$ cat src/rtl/bert_pkg.sv
package bert_pkg;

    localparam int unsigned LEN_BASE  = 17;
    localparam int unsigned CODE_W    = 4;
    localparam int unsigned FLAG_W    = 3;
    localparam int unsigned FLG_OVF   = 0;
    localparam int unsigned FLG_ERR   = 1;
    localparam int unsigned FLG_SYNC  = 2;

    localparam logic [1:0] ADDR_CTRL = 2'd0;
    localparam logic [1:0] ADDR_PAT  = 2'd1;
    localparam logic [1:0] ADDR_STAT = 2'd2;

    typedef enum logic {
        ST_HUNT = 1'b0,
        ST_LOCK = 1'b1
    } sync_st_t;

    typedef struct packed {
        logic              ie_sync;
        logic              ie_err;
        logic              ie_ovf;
        logic [CODE_W-1:0] len_code;
        logic              rep_mode;
        logic              tx_inv;
        logic              rx_inv;
    } ctrl_t;

    function automatic ctrl_t unpack_ctrl(input logic [31:0] w);
        ctrl_t c;
        c.rx_inv   = w[0];
        c.tx_inv   = w[1];
        c.rep_mode = w[2];
        c.len_code = w[6:3];
        c.ie_ovf   = w[8];
        c.ie_err   = w[9];
        c.ie_sync  = w[10];
        return c;
    endfunction

    function automatic logic [5:0] code_to_len(input logic [CODE_W-1:0] code);
        return 6'(LEN_BASE) + 6'(code);
    endfunction

endpackage

$ cat src/rtl/bert_sync.sv
module bert_sync
    import bert_pkg::*;
#(
    parameter int unsigned TGT_W = 7,
    parameter int unsigned WIN   = 64,
    parameter int unsigned LOSS  = 6
) (
    input  logic             clk,
    input  logic             rst,
    input  logic             en,
    input  logic             restart,
    input  logic             cmp_valid,
    input  logic             mismatch,
    input  logic [TGT_W-1:0] target,
    output logic             locked,
    output logic             gain,
    output logic             lose
);
    sync_st_t         st_q, st_n;
    logic [TGT_W-1:0] good_q, good_n;
    logic [WIN-1:0]   hist_q, hist_n;

    assign locked = (st_q == ST_LOCK);

    always_comb begin
        st_n   = st_q;
        good_n = good_q;
        hist_n = hist_q;
        if (restart) begin
            st_n   = ST_HUNT;
            good_n = '0;
            hist_n = '0;
        end else if (en) begin
            if (st_q == ST_HUNT) begin
                if (cmp_valid) begin
                    if (mismatch) begin
                        good_n = '0;
                    end else if (good_q + 1'b1 == target) begin
                        st_n   = ST_LOCK;
                        good_n = '0;
                    end else begin
                        good_n = good_q + 1'b1;
                    end
                end
            end else begin
                hist_n = {hist_q[WIN-2:0], mismatch};
                if ($countones(hist_n) >= LOSS) begin
                    st_n   = ST_HUNT;
                    hist_n = '0;
                end
            end
        end
    end

    assign gain = (st_q == ST_HUNT) && (st_n == ST_LOCK);
    assign lose = (st_q == ST_LOCK) && (st_n == ST_HUNT);

    always_ff @(posedge clk) begin
        if (rst) begin
            st_q   <= ST_HUNT;
            good_q <= '0;
            hist_q <= '0;
        end else begin
            st_q   <= st_n;
            good_q <= good_n;
            hist_q <= hist_n;
        end
    end

    // lock is only lost through an error or a restart
    assert_loss_cause_R7: assert property (@(posedge clk) disable iff (rst)
        $fell(locked) |-> $past(restart || (en && mismatch)));

    // lock is only gained on a clean comparison
    assert_gain_clean_R3: assert property (@(posedge clk) disable iff (rst)
        $rose(locked) |-> $past(en && cmp_valid && !mismatch && !restart));

endmodule

$ cat config.mk
export PLATFORM = sky130hd
export DESIGN_NAME = bert_sync
export DESIGN_NICKNAME = d
export VERILOG_FILES = /design/src/rtl/bert_pkg.sv /design/src/rtl/bert_sync.sv
export SDC_FILE = /design/constraint.sdc
export NUM_CORES = 1
export LEC_CHECK = 0
export BUFFER_PORTS_ARGS = -buffer_cell sky130_fd_sc_hd__buf_2
export CAP_MARGIN = 20
export CORE_ASPECT_RATIO = 0.8
export CORE_MARGIN = 2
export CORE_UTILIZATION = 40
export DETAILED_ROUTE_END_ITERATION = 8
export PLACE_DENSITY = 0.53
export SLEW_MARGIN = 20
export SYNTH_ARGS = -nofsm -noshare
export SYNTH_HDL_FRONTEND = slang
export SYNTH_SLANG_ARGS = --single-unit
$ cat constraint.sdc
create_clock -name clk -period 9.7 [get_ports clk]
set_input_delay 0.97 -clock clk [delete_from_list [all_inputs] [get_ports clk]]
set_output_delay 0.97 -clock clk [all_outputs]
set_load 0.01 [all_outputs]
======== After elaboration in Yosys (flattened, before gate mapping) ========
Index checks and enable logic that the tools add are counted.
operators by class
  reductions and logical operators ........ 5
  add/subtract/negate cells ............... 64
  equality and inequality tests ........... 1
  multiplexer cells ....................... 10
  bitwise logic cells ..................... 2
  order comparisons ....................... 1
operators with widths
  kind                                                                   number
  1-bit by 1-bit adder with 2-bit output                                 32
  63-bit 2-to-1 mux                                                      1
  2-bit by 2-bit adder with 3-bit output                                 16
  3-bit by 3-bit adder with 4-bit output                                 8
  4-bit by 4-bit adder with 5-bit output                                 4
  7-bit 2-to-1 mux                                                       2
  5-bit by 5-bit adder with 6-bit output                                 2
  6-bit by 6-bit adder with 7-bit output                                 1
  7-bit by 1-bit adder with 7-bit output, second input constant          1
  7-bit equality test                                                    1
  7-bit by 3-bit >= comparator with 1-bit output, second input constant  1
  1-bit 2-to-1 mux                                                       7
  3-bit AND reduction                                                    1
  1-bit logical AND                                                      2
  1-bit inverter                                                         2
  2-bit AND reduction                                                    1
  2-bit OR reduction                                                     1
storage, ports and cells
  output and inout bits ................... 3
  register bits ........................... 71
  input port bits ......................... 13
  logic and storage cells ................. 86

======== Longest topological paths before layout ========
Gate-level depths: netlist (run 1).
  depth in word-level cells ............... 13
  gate-level depth with buffers ........... 21
  depth with buffers taken out ............ 20

======== Least setup slack after synthesis (run 1) ========
OpenSTA, ideal clock, no wires.
  kind .................................... input -> output
  start point ............................. input mismatch
  end point ............................... output lose
  stages on the path ...................... 18
  setup slack ............................. 2.290 ns
  data arrival time ....................... 6.440 ns
  cells stage by stage .................... fa_1 inv_1 fa_1 fa_1 fa_1 fa_1 fa_1 fa_1 fa_1 inv_1 ha_1 fa_1 nor2_1 and3_1 o21ai_1 a21oi_2 nor2b_1 o21a_1
between the ends
  longest elaborated chain between the ends .. 13
ends and longest elaborated chain
  what                                                          RTL line         text
  from (decl)                                                   bert_sync.sv:13  input logic mismatch,
  1-bit by 1-bit adder with 2-bit output (not written as such)  bert_sync.sv:47  if ($countones(hist_n) >= LOSS) begin
  2-bit by 2-bit adder with 3-bit output (not written as such)  bert_sync.sv:47
  3-bit by 3-bit adder with 4-bit output (not written as such)  bert_sync.sv:47
  4-bit by 4-bit adder with 5-bit output (not written as such)  bert_sync.sv:47
  5-bit by 5-bit adder with 6-bit output (not written as such)  bert_sync.sv:47
  6-bit by 6-bit adder with 7-bit output (not written as such)  bert_sync.sv:47
  7-bit by 3-bit >= comparator with 1-bit output                bert_sync.sv:47
  1-bit 2-to-1 mux                                              bert_sync.sv:47
  1-bit 2-to-1 mux *                                            bert_sync.sv:34  if (st_q == ST_HUNT) begin
  1-bit 2-to-1 mux *                                            bert_sync.sv:33  end else if (en) begin
  1-bit 2-to-1 mux *                                            bert_sync.sv:29  if (restart) begin
  1-bit inverter *                                              bert_sync.sv:56  assign lose = (st_q == ST_LOCK) && (st_n == ST_HUNT);
  1-bit logical AND *                                           bert_sync.sv:56
  to (decl)                                                     bert_sync.sv:17  output logic lose
Mark *: on every way between the ends. The rest lies on a longest branch, timed or not.

======== Worst setup path after layout (run 1) ========
Same ends and word-level chain as after synthesis.

==> impl_metrics.json, run 1 <==
{
  "critPathMaxFanout": 4,
  "min_path_cells": 2,
  "cts_root_buf": "clkbuf_16",
  "postLayoutCoreUtil_pct": 46.2,
  "drive_gt1_share_pct": 7.33,
  "grt.total_usage_pct": 17.1,
  "hpwl_um": 6450,
  "synth_top_area_share_pct": 31.1,
  "vias": 3409,
  "wirelength_um": 9380,
  "cts_sinks": 71,
  "viasPerCell": 4.94,
  "rsz0062_at_grt": "false",
  "hold_violations": 0,
  "fin_cells": 690,
  "post_cts_buffers": 0,
  "synth_cell_types": 39,
  "ant_nets": 0,
  "ys_warn_count": 0,
  "drv_cap": 0,
  "end_kind": "primary output",
  "reg2reg_depth": 21,
  "worst_pin_slew_ps": 950,
  "cts_buffers": 9,
  "ys_ff_latch": 71,
  "fin_skew_ps": 4.93,
  "fp.dieH_um": 99.6,
  "design.core.area_mm2": 0.0110,
  "first_pass_iters": 5,
  "fmax_mhz": 129,
  "routedWlPerCell_um": 13.6,
  "worstPathArrival_ps": 6810,
  "critPathRequiredTime_ps": 8730,
  "finalNetCount": 625,
  "die_x_um": 124,
  "htreeDepth": 3,
  "tns_ps": 0,
  "n_antenna_cell": 0,
  "power.density_mw_per_mm2": 142,
  "status": "complete, no violations",
  "cts_tree": "yes",
  "r2r_setup_slack_ps": 2920,
  "drc": 0,
  "clockBufferDepth": 2,
  "synth_top_area_cell": "dfxtp_1",
  "portBuffers": 15,
  "dp.cells": 675,
  "timing.final.crit_share_pct": 80.2,
  "start_util_pct": 41.5,
  "ys.flop_type": "dfxtp_1",
  "drtIter0Drc": 298,
  "ir_worst_vdd_v": 0.0000615,
  "grt_max_degree": 73,
  "cts_resized": 0,
  "setup_viol": 0,
  "min_period_ps": 7780,
  "synth_edf_count": 0,
  "holdBufCountCts": 0,
  "slew_headroom_pct": 36.3,
  "areaGrowthSynthToFinish_pct": 11.3,
  "syn_nets": 627,
  "async_flop_share_pct": 0,
  "rows": 34,
  "power.leakage_nw": 2.02,
  "syn_inst": 544,
  "syn_avg_cell_area_um2": 8.40,
  "die_area_mm2": 0.0123,
  "holdWs_ps": 452,
  "antenna_found_initial": 0,
  "startpoint_type": "input port",
  "gr-total-overflow": 0,
  "min_path_type": "reg2reg",
  "clk_latency_ps": 340,
  "path_clk_slew_ps": 60,
  "syn_area_mm2": 0.00457,
  "seq_area_frac_synth_pct": 31.1,
  "pin_count": 16,
  "synth_area_leaders": "dfxtp_1 31%, fa_1 24%, inv_1 8.2%",
  "slew_viol_final": 0,
  "grt_pass1_wl_um": 16300,
  "grt_pass1_vias": 3258,
  "crit_type": "in2out",
  "place.gp.congestion": 0.832
}
[worst max-delay path, stage by stage]
cell and delay (ps):
buf_2 130, fa_1 530, inv_1 50, fa_1 520, fa_1 450, fa_1 550
fa_1 440, fa_1 530, fa_1 460, fa_1 500, inv_1 40, ha_1 200
fa_1 520, nor2_1 50, and3_1 170, o21ai_1 210, a21oi_4 80, nor2b_1 160
o21a_1 120, buf_2 120
[metal layers]
metal  routed length [µm]  global-route usage (%)  vias up
met5                    0                       0        -
met1                 4930                    25.9     1640
li1                     -                       -     1711
met2                 3960                    23.8       46
met3                  329                    3.78       12
met4                  153                    6.03        0
[per-stage QoR]
step,worst slack (ps),total power [W],instance area (µm²)
6_report,1920,0.000721,5090
5_1_grt,1670,0.000744,5090
4_1_cts,1890,0.000729,5090
3_5_place_dp,1920,0.000315,4720
3_3_place_gp,1950,0.000315,4720
2_1_floorplan,2290,0.000309,4570
[flip-flops by register name, summed over array words and instances, names as in the netlist]
name / cells
locked: 1
good_q: 7
hist_q: 63
[path summary, 6_finish.rpt]
| check | from | endpoint |
|---|---|---|
| worst max register to register | hist_q[34] | hist_q[38] |
| worst max-delay path | mismatch | lose |
| worst min register to register | hist_q[62] | hist_q[62] |
| worst min-delay path | hist_q[62] | hist_q[62] |
[kinds of logic (layout without fill, tap and decap cells)]
logic type | after synthesis | count (layout) | share of synthesized area [%]
AO/OA/AOI/OAI | 85 | 85 | 10.1
XOR/XNOR | 7 | 7 | 1.34
AND/OR/NAND/NOR | 179 | 179 | 18.0
buffers and inverters | 132 | 134 | 11.4
adder cells (fa/ha/maj) | 70 | 70 | 28.0
flip-flops | 71 | 71 | 31.1
[cells in the mapped netlist (2+ instances only)]
cell type / n
nor2b_1: 2
buf_1: 8
clkbuf_1: 14
o21ai_1: 2
ha_1: 16
xor2_1: 3
nand2b_1: 2
nor2_1: 4
nor3b_1: 2
o21ai_0: 3
a21oi_1: 67
nor3_1: 5
a31oi_1: 5
buf_2: 6
inv_1: 100
nand4_1: 2
xnor2_1: 4
nand2_1: 78
nand3_1: 74
and3_1: 2
dfxtp_1: 71
buf_4: 3
fa_1: 54
or3_1: 2
[where the power goes]
part | switching, W | total, W | leakage, nW | internal (W)
clock | 0.000130 | 0.000413 | 0.179 | 0.000284
sequential | 0.000000196 | 0.000292 | 0.572 | 0.000292
combinational | 0.0000109 | 0.0000163 | 1.27 | 0.00000545
total | 0.000141 | 0.000721 | 2.02 | 0.000581
[layout make-up]
| class | count | area (µm²) |
|---|---|---|
| Multi-Input combinational cell | 341 | 2640 |
| Clock inverter | 5 | 129 |
| Inverter | 100 | 375 |
| Tap cell | 144 | 180 |
| Sequential cell | 71 | 1420 |
| Timing Repair Buffer | 19 | 105 |
| Fill cell | 1090 | 5930 |
| Clock buffer | 10 | 239 |
[cell usage in the layout (no fill, tap or decap), types with 3 or more instances in the layout]
| cell | count |
|---|---|
| ha_1 | 16 |
| buf_4 | 4 |
| nand3_1 | 74 |
| a31oi_1 | 5 |
| clkbuf_16 | 9 |
| bufinv_16 | 4 |
| a21oi_1 | 67 |
| xor2_1 | 3 |
| inv_1 | 100 |
| o21ai_0 | 3 |
| nor2_1 | 4 |
| fa_1 | 54 |
| dfxtp_1 | 71 |
| nand2_1 | 77 |
| xnor2_1 | 4 |
| buf_2 | 15 |
| nor3_1 | 5 |
No activity file was read; power rests on OpenSTA's default activity.
==> run 2, diff against run 1 <==
--- a/config.mk
+++ b/config.mk
@@ -5,13 +5,14 @@
 export SDC_FILE = /design/constraint.sdc
 export NUM_CORES = 1
 export LEC_CHECK = 0
+export ABC_AREA = 1
 export BUFFER_PORTS_ARGS = -buffer_cell sky130_fd_sc_hd__buf_2
 export CAP_MARGIN = 20
 export CORE_ASPECT_RATIO = 0.8
 export CORE_MARGIN = 2
 export CORE_UTILIZATION = 40
 export DETAILED_ROUTE_END_ITERATION = 8
-export PLACE_DENSITY = 0.53
+export PLACE_DENSITY = 0.56
 export SLEW_MARGIN = 20
 export SYNTH_ARGS = -nofsm -noshare
 export SYNTH_HDL_FRONTEND = slang
==> constraint.sdc (replaced) <==
create_clock -name clk -period 6.4 [get_ports clk]
set_input_delay 0.64 -clock clk [delete_from_list [all_inputs] [get_ports clk]]
set_output_delay 0.64 -clock clk [all_outputs]
set_load 0.01 [all_outputs]
==> run 2 against run 1 <==
The run now ends with negative setup slack left. Clock power increased by 41%. Utilization rose by 6.3 points. Hold slack better by 15 ps. Design area rose by 13%. First-iteration DRC count decreased by 19%. Final cell count up 11%. Total power grew 45%. Global-route usage is 0.81 points higher. Via count grew 8.7%. Clock-buffer cell count up 3. Worst setup slack lost 2500 ps. Clock skew fell by 1.2 ps. Critical path type is now reg2out. Critical endpoint is now gain.
==> impl_metrics.json, run 2 <==
{
  "clkPwrFrac_pct": 55.4,
  "synth_edf_count": 0,
  "power.switching_w": 0.000206,
  "synth.most_common_cell": "inv_1",
  "cp_slowest_stage_delay_ps": 550,
  "power.density_mw_per_mm2": 183,
  "cpMostUsedCell": "fa_1",
  "min_path_type": "in2reg",
  "layout_commonest_cell": "inv_1",
  "drtIter0Drc": 241,
  "synth_area_leaders": "dfxtp_1 31%, fa_1 24%, inv_1 9.5%",
  "fp.dieH_um": 99.1,
  "top_register": "hist_q",
  "wirelength_um": 10700,
  "vias": 3705,
  "syn_area_mm2": 0.00452,
  "netlist_top_cells_count": "114 x inv_1, 107 x nand2_1, 73 x a21oi_1",
  "pin_count": 16,
  "grt_max_degree": 65,
  "grt.total_usage_pct": 17.9,
  "dp.cells": 737,
  "gr-total-overflow": 0,
  "areaGrowthSynthToFinish_pct": 27.0,
  "rows": 34,
  "design.core.area_mm2": 0.0109,
  "start_util_pct": 41.4,
  "slew_viol_final": 0,
  "place_ws_ps": -495,
  "viasPerCell": 4.84,
  "antenna_found_initial": 0,
  "reg2reg_depth": 24,
  "drc": 0,
  "critPathRequiredTime_ps": 5760,
  "hpwl_um": 7060,
  "startpoint_type": "flip-flop",
  "hold_end": "locked",
  "cts_sinks": 71,
  "intPower_w": 0.000842,
  "die_area_mm2": 0.0122,
  "ys_ff_latch": 71,
  "synth_top_area_cell": "dfxtp_1",
  "cts_tree": "yes",
  "worstPathArrival_ps": 6370,
  "portBuffers": 15,
  "die_x_um": 123,
  "setup_viol": 28,
  "r2r_start": "hist_q[34]",
  "slew_headroom_pct": 48.8,
  "final_cell_mix": "107 x inv_1, 106 x nand2_1, 67 x nand3_1, 63 x dfxtp_1, 53 x fa_1",
  "critPathSlowestCell": "fa_1",
  "finalNetCount": 699,
  "ys.flop_type": "dfxtp_1",
  "syn_avg_cell_area_um2": 8.00,
  "place.gp.congestion": 0.838,
  "path_cells": "inv_1 > fa_1 > inv_1 > fa_1 > inv_1 > fa_1 > fa_1 > fa_1 > fa_1 > fa_1 > fa_1 > inv_2 > ha_4 > fa_2 > or2_0 > a31oi_1 > nand2_1 > a21oi_2 > nand2_1 > nor2_2 > buf_2",
  "drive_gt1_share_pct": 20.5,
  "grt_pass1_wl_um": 17200,
  "fin_cells": 765,
  "tns_ps": -2110,
  "synth_top_area_share_pct": 31.4,
  "r2r_setup_slack_ps": -60,
  "clockBufferDepth": 2,
  "comb_power_share_pct": 2.4,
  "p_seq_share_pct": 42.2,
  "clk_latency_ps": 340,
  "htreeDepth": 3,
  "cts_buffers": 9,
  "hold_violations": 0,
  "violations": "negative setup slack",
  "largest_reg_flops": 63,
  "drv_cap": 0,
  "synth_cell_types": 22,
  "seq_area_frac_synth_pct": 31.4,
  "end_kind": "primary output",
  "fin_ws_ps": -608,
  "postLayoutCoreUtil_pct": 52.5,
  "async_flop_share_pct": 0,
  "timing.final.crit_share_pct": 110,
  "worst_pin_slew_ps": 769,
  "path_clk_slew_ps": 60,
  "routedWlPerCell_um": 14.0,
  "syn_inst": 565,
  "status": "complete, but fails checks",
  "fmax_mhz": 143,
  "cp_top_family": "adder cells",
  "timing.rr.end": "hist_q[15]",
  "sw_frac_of_total_pct": 19.7,
  "cts_root_buf": "clkbuf_16",
  "crit_buf_inv": 5,
  "crit_type": "reg2out",
  "min_path_cells": 2,
  "grt_pass1_vias": 3606,
  "min_from": "rst",
  "fin_skew_ps": 3.71,
  "ys_warn_count": 0,
  "first_pass_iters": 5,
  "rsz0062_at_grt": "true",
  "critPathMaxFanout": 3,
  "syn_nets": 648,
  "ir_worst_vdd_v": 0.000126,
  "n_antenna_cell": 0,
  "power.leakage_nw": 2.40,
  "ant_nets": 0,
  "min_period_ps": 7010
}
run 2: changes by cell type after synthesis, moves of 3 or more:
cell,change
nand2_1,+29
inv_1,+14
nor2_1,+14
a21oi_1,+6
nor3_1,-5
a31oi_1,-4
buf_1,-3
buf_4,-3
nand3_1,-3
run 2: metrics by stage:
step           cell area [µm²]  hold slack (ps)  power [W]
4_1_cts                   5350              451    0.00106
2_1_floorplan             4530              445   0.000466
3_3_place_gp              4990              461   0.000475
6_report                  5740              467    0.00105
3_5_place_dp              4990              469   0.000476
5_1_grt                   5740              475    0.00108
run 2: cell families (layout without fill, tap and decap cells):
kind of cell | Yosys count | after routing | synth area share, %
AND/OR/NAND/NOR | 201 | 201 | 19.0
buffers and inverters | 142 | 198 | 12.0
AO/OA/AOI/OAI | 78 | 78 | 8.72
adder cells (fa/ha/maj) | 70 | 70 | 28.3
XOR/XNOR | 3 | 3 | 0.581
flip-flops | 71 | 71 | 31.4
run 2: timing repair:
action	in CTS	in global routing
buffers inserted	1	3
gates resized for setup	7	50
pin swaps	10	9
setup endpoints to repair	27	65
hold buffers	0	0
hold endpoints to repair	0	0
cloned	0	8
run 2: area by class of cell:
class                   count  area [µm²]
repair buffers             65         644
inverters                 117         452
well taps                 144         180
clock inverters             3        90.1
multi-input cells         352        2690
flip-flops and latches     71        1430
fillers                   984        5190
clock buffers              13         250
run 2: worst max-delay path by stage:
stage                end  slack (ps)  startpoint  depth (start not counted)
global placement    gain        -430    mismatch                         20
global route        gain        -830  hist_q[52]                         21
CTS                 gain        -610  hist_q[22]                         21
floorplan           gain         -50    mismatch                         18
finish              gain        -610  hist_q[34]                         21
detailed placement  gain        -490    mismatch                         20
run 2: power by group through the flow:
stage,sequential (W),combinational (W),clock [W]
6_report,0.000442,0.0000250,0.000581
5_1_grt,0.000442,0.0000278,0.000612
4_1_cts,0.000442,0.0000238,0.000594
3_5_place_dp,0.000452,0.0000236,0
3_3_place_gp,0.000452,0.0000232,0
2_1_floorplan,0.000452,0.0000136,0
run 2: per-layer routing:
layer,up-vias,global-route usage [%],routed length (µm)
li1,1843,-,-
met1,1776,25.7,5120
met2,72,26.8,5030
met3,14,3.96,431
met4,0,6.01,156
met5,-,0,0
